===== src/rtl/row_scan_pkg.sv =====
package row_scan_pkg;
  // Control pair shared by every counter stage.
  typedef struct packed {
    logic clr;  // restart to zero
    logic adv;  // take one step
  } step_ctl_t;
endpackage


===== src/rtl/rs_cycle_ctr.sv =====
module rs_cycle_ctr
  import row_scan_pkg::*;
#(
  parameter int CYC_PER_ROW = 160,
  parameter int SEQ_DIV     = 10
) (
  input  logic      clk,
  input  logic      rst,
  input  step_ctl_t ctl,
  output logic      last_o,
  output logic      latch_o,
  output logic      tick_o
);
  localparam int CW = $clog2(CYC_PER_ROW);
  localparam int SW = $clog2(SEQ_DIV);

  logic [CW-1:0] cyc_q;
  logic [SW-1:0] sub_q;

  assign last_o = (cyc_q == CW'(CYC_PER_ROW - 1));

  always_ff @(posedge clk) begin
    if (rst || ctl.clr) begin
      cyc_q   <= '0;
      sub_q   <= '0;
      latch_o <= 1'b0;
      tick_o  <= 1'b0;
    end else if (ctl.adv) begin
      cyc_q   <= last_o ? '0 : cyc_q + 1'b1;
      sub_q   <= (sub_q == SW'(SEQ_DIV - 1)) ? '0 : sub_q + 1'b1;
      latch_o <= (cyc_q == CW'(CYC_PER_ROW - 2));
      tick_o  <= (sub_q == SW'(SEQ_DIV - 2));
    end else begin
      latch_o <= 1'b0;
      tick_o  <= 1'b0;
    end
  end

  p_cyc_range_r1: assert property (@(posedge clk) disable iff (rst)
    cyc_q < CW'(CYC_PER_ROW));
  p_latch_last_r4: assert property (@(posedge clk) disable iff (rst)
    latch_o |-> last_o);
  p_latch_single_r4: assert property (@(posedge clk) disable iff (rst)
    latch_o |=> !latch_o);
endmodule


===== src/rtl/rs_row_ctr.sv =====
module rs_row_ctr
  import row_scan_pkg::*;
#(
  parameter int ROWS = 640
) (
  input  logic                    clk,
  input  logic                    rst,
  input  step_ctl_t               ctl,
  output logic [$clog2(ROWS)-1:0] row_o,
  output logic                    last_o
);
  localparam int RW = $clog2(ROWS);

  assign last_o = (row_o == RW'(ROWS - 1));

  always_ff @(posedge clk) begin
    if (rst || ctl.clr)  row_o <= '0;
    else if (ctl.adv)    row_o <= last_o ? '0 : row_o + 1'b1;
  end

  p_row_range_r2: assert property (@(posedge clk) disable iff (rst)
    row_o < RW'(ROWS));
endmodule


===== src/rtl/rs_frame_ctr.sv =====
module rs_frame_ctr
  import row_scan_pkg::*;
#(
  parameter int FCNT_W = 16
) (
  input  logic              clk,
  input  logic              rst,
  input  step_ctl_t         ctl,
  output logic [FCNT_W-1:0] cnt_o,
  output logic              sof_o
);
  always_ff @(posedge clk) begin
    if (rst) begin
      cnt_o <= '0;
      sof_o <= 1'b0;
    end else begin
      sof_o <= ctl.clr || ctl.adv;
      if (ctl.clr)      cnt_o <= '0;
      else if (ctl.adv) cnt_o <= cnt_o + 1'b1;
    end
  end

  p_sof_pulse_r5: assert property (@(posedge clk) disable iff (rst)
    (sof_o && !ctl.clr) |=> !sof_o);
endmodule


===== src/rtl/row_scan_timer.sv =====
module row_scan_timer
  import row_scan_pkg::*;
#(
  parameter int ROWS        = 640,
  parameter int CYC_PER_ROW = 160,
  parameter int SEQ_DIV     = 10,
  parameter int FCNT_W      = 16,
  localparam int RW         = $clog2(ROWS)
) (
  input  logic              clk,
  input  logic              rst,
  input  logic              run,
  input  logic              resync,
  output logic [RW-1:0]     row_idx,
  output logic              row_latch,
  output logic              seq_tick,
  output logic              frame_start,
  output logic [FCNT_W-1:0] frame_cnt
);
  logic      step, cyc_last, row_last;
  step_ctl_t cyc_ctl, row_ctl, frm_ctl;

  assign step        = run && !resync;
  assign cyc_ctl.clr = resync;
  assign cyc_ctl.adv = step;
  assign row_ctl.clr = resync;
  assign row_ctl.adv = step && cyc_last;
  assign frm_ctl.clr = resync;
  assign frm_ctl.adv = step && cyc_last && row_last;

  rs_cycle_ctr #(.CYC_PER_ROW(CYC_PER_ROW), .SEQ_DIV(SEQ_DIV)) u_cyc (
    .clk(clk), .rst(rst), .ctl(cyc_ctl),
    .last_o(cyc_last), .latch_o(row_latch), .tick_o(seq_tick));

  rs_row_ctr #(.ROWS(ROWS)) u_row (
    .clk(clk), .rst(rst), .ctl(row_ctl),
    .row_o(row_idx), .last_o(row_last));

  rs_frame_ctr #(.FCNT_W(FCNT_W)) u_frm (
    .clk(clk), .rst(rst), .ctl(frm_ctl),
    .cnt_o(frame_cnt), .sof_o(frame_start));

  p_resync_clear_r6: assert property (@(posedge clk) disable iff (rst)
    resync |=> (row_idx == '0 && frame_cnt == '0 && frame_start));
  p_hold_r7: assert property (@(posedge clk) disable iff (rst)
    (!run && !resync) |=> ($stable(row_idx) && $stable(frame_cnt) && !row_latch && !seq_tick));
  p_sof_row0_r5: assert property (@(posedge clk) disable iff (rst)
    frame_start |-> row_idx == '0);
  p_latch_tick_r3: assert property (@(posedge clk) disable iff (rst)
    row_latch |-> seq_tick);
endmodule


===== config.mk =====
export PLATFORM = sky130hd
export DESIGN_NAME = row_scan_timer
export DESIGN_NICKNAME = d
export VERILOG_FILES = /design/src/rtl/row_scan_pkg.sv /design/src/rtl/rs_cycle_ctr.sv /design/src/rtl/rs_row_ctr.sv /design/src/rtl/rs_frame_ctr.sv /design/src/rtl/row_scan_timer.sv
export SDC_FILE = /design/constraint.sdc
export NUM_CORES = 1
export LEC_CHECK = 0
export ABC_AREA = 1
export BUFFER_PORTS_ARGS = -buffer_cell sky130_fd_sc_hd__buf_2
export CORE_AREA = 2 2 82 84
export DETAILED_ROUTE_END_ITERATION = 8
export DIE_AREA = 0 0 84 86
export PLACE_DENSITY_LB_ADDON = 0.08
export SLEW_MARGIN = 20
export SYNTH_ARGS = -nofsm -noshare
export SYNTH_HDL_FRONTEND = slang
export SYNTH_HIERARCHICAL = 1
export SYNTH_SLANG_ARGS = --single-unit

===== constraint.sdc =====
create_clock -name clk -period 2.18 [get_ports clk]
set_clock_uncertainty 0.15 [all_clocks]
set_input_delay 0.218 -clock clk [delete_from_list [all_inputs] [get_ports clk]]
set_output_delay 0.218 -clock clk [all_outputs]
set_load 0.03 [all_outputs]

==> results.ini <==
[timing]
tightest_slew_ps=447
rsz0062_at_grt=no
post-route-period-util=0.921
drv_slew=0
hold_viol_final=0
relSlewSlack=0.701
setup-tns-final_ps=0
max_freq_mhz=498
setup_violations=0
hold_ws_ps=62.7
period_needed_ps=2010

[worst_hold_path]
hold_depth=2
holdCritPathClass=in -> reg

[layout]
final_nets=357
diodes=0
fillers=658
final_common_cell=nand2_1
drive_above_1_share=0.283
stdcell_count=427
fin_area_sq_um=2590
syn_to_final_growth_pct=19.1
layout_common_cells=nand2_1, inv_1, nor2_1

[drt]
antenna_left=0
top_layer=met4
totalWireLength_um=4450
drt_iter0_markers=64
drc=0
drt-met1-wl_um=2300
firstDrtPassIters=4
routedWlPerCell_um=10.4
routed-wl-met2_um=1910
wl_met3_um=172
viasPerCell=4.38
vias=1869

[die]
die_w_um=84
initial_utilization=0.346
fp.dieH_um=86
dieArea_sq_um=7220
io_pins=33
rows=29
core_area_sq_um=6280

[synthesis]
avgSynthCellArea_sq_um=7.12
synth_cell_type_count=28
netlist_area_sq_um=2170
synth_fp_nets=313
synth_top_area_frac=0.378
yosysWarnings=6
yosysSeqAreaShare=0.378
synth_top_area_cell=dfxtp_1
synthCells=305
synth_top_cells_by_area=dfxtp_1, nand2_1, nor2_1
synth.ff_latch_count=41

[power_and_ir_drop]
pwr_density_cell_nw_per_um2=494
p_total_w=0.00128
power.leakage_nw=1.09
ir_drop_mv=0.213

[clock_tree]
clk_latency_ps=290
cts_tree=yes
cts.sink_count=41
cts_root_buffer=clkbuf_8
clk_pin_slew_ps=80
cts_max_level=2
cts_buffers=5
cts_buffer_depth=2

[place]
dp_hpwl_um=3400
place_congestion=0.810
port_buffers=32
place_inst=419
place_area_sq_um=2460

[global_routing]
grt_overflow_total=0
antenna_found_initial=0
grtUsageTotal=0.131
grt_pass1_wl_um=7730
grt_max_degree=13
grt_pass1_vias=1786

[worst_setup_path]
path_max_fanout=7
worstPathRequired_ps=2200
cp-start-kind=flip-flop
critPathKind=reg -> reg
worst-endpoint-arrival_ps=2030
reg2regPathDepth=14
worst_setup_path_end_kind=flip-flop

[status]
status=complete, no violations

[run]
cap_violations=0

## metrics by stage
stage	setup slack (ps)	util
final	173	0.412
after global routing	14.4	0.412
after CTS	86.7	0.405
after detailed placement	115	0.392
after global placement	124	0.392
after floorplan	6.24	-
## timing repair
action / 4_1_cts / 5_1_grt
hold buffers: 0 / 0
gates resized for setup: 0 / 13
buffers inserted: 0 / 0
setup endpoints to repair: 0 / 14
## cell families (layout without fill, tap and decap cells)
| logic type | after synthesis | after routing | share of synthesized area |
|---|---|---|---|
| AO/OA/AOI/OAI | 30 | 30 | 0.0795 |
| AND/OR/NAND/NOR | 175 | 175 | 0.410 |
| adder cells (fa/ha/maj) | 4 | 4 | 0.0230 |
| XOR/XNOR | 4 | 4 | 0.0161 |
| flip-flops | 41 | 41 | 0.378 |
| buffers and inverters | 51 | 96 | 0.0933 |
## registers in the layout, indices dropped and copies added (netlist names)
register,count
u_frm/sof_o,1
u_cyc/tick_o,1
u_frm/cnt_o,16
u_cyc/sub_q,4
u_cyc/latch_o,1
u_cyc/cyc_q,8
u_row/row_o,10
## synth_stat cells
| cell | n |
|---|---|
| a211oi_1 | 1 |
| a21oi_1 | 15 |
| buf_4 | 1 |
| buf_6 | 1 |
| clkinv_1 | 1 |
| dfxtp_1 | 41 |
| ha_1 | 4 |
| inv_1 | 44 |
| inv_2 | 4 |
| nand2_1 | 67 |
| nand2_2 | 10 |
| nand2_4 | 4 |
| nand3_1 | 15 |
| nand3_2 | 5 |
| nand3_4 | 1 |
| nand3b_1 | 1 |
| nand4_1 | 5 |
| nor2_1 | 45 |
| nor2_2 | 8 |
| nor2_4 | 8 |
| nor3_1 | 3 |
| nor3_2 | 2 |
| nor4_1 | 1 |
| o21ai_0 | 7 |
| o21ai_1 | 3 |
| o21bai_2 | 3 |
| o22ai_1 | 1 |
| xor2_1 | 4 |
## routing by layer
metal  global-route usage  up-vias
met2                0.209       28
met4               0.0396        0
met5                    0        -
li1                     -     1037
met1                0.170      799
met3               0.0395        5
## cell type report
class	count	area, sq um	area share
Tap cell	77	96.3	0.0373
Inverter	49	184	0.0711
Clock buffer	6	72.6	0.0281
Timing Repair Buffer	39	216	0.0837
Sequential cell	41	826	0.319
Multi-Input combinational cell	213	1180	0.457
Clock inverter	2	10.0	0.00387
## critical path, stage by stage, from the launching register on
cell,delay [ps]
dfxtp_4,370
ha_2,190
inv_1,40
nor2_1,90
nand2_1,70
inv_1,70
nand3_2,110
nor2_4,170
nand2_1,90
inv_1,140
nand2_4,100
nor2_2,110
nand3_1,70
nand2_1,70
nor2_1,40
## power by group
part	switching (W)	internal [W]
combinational	0.0000338	0.0000156
clock	0.000253	0.000222
sequential	0.00000206	0.000750
## final timing paths
kind,slack (ps),end,from
worst max-delay path,170,u_frm/cnt_o[13],u_cyc/cyc_q[1]
worst min-delay path,60,u_frm/sof_o,rst
worst max register to register,170,u_frm/cnt_o[13],u_cyc/cyc_q[1]
worst min register to register,330,u_cyc/tick_o,u_cyc/sub_q[0]
No activity file was read; power rests on OpenSTA's default activity.
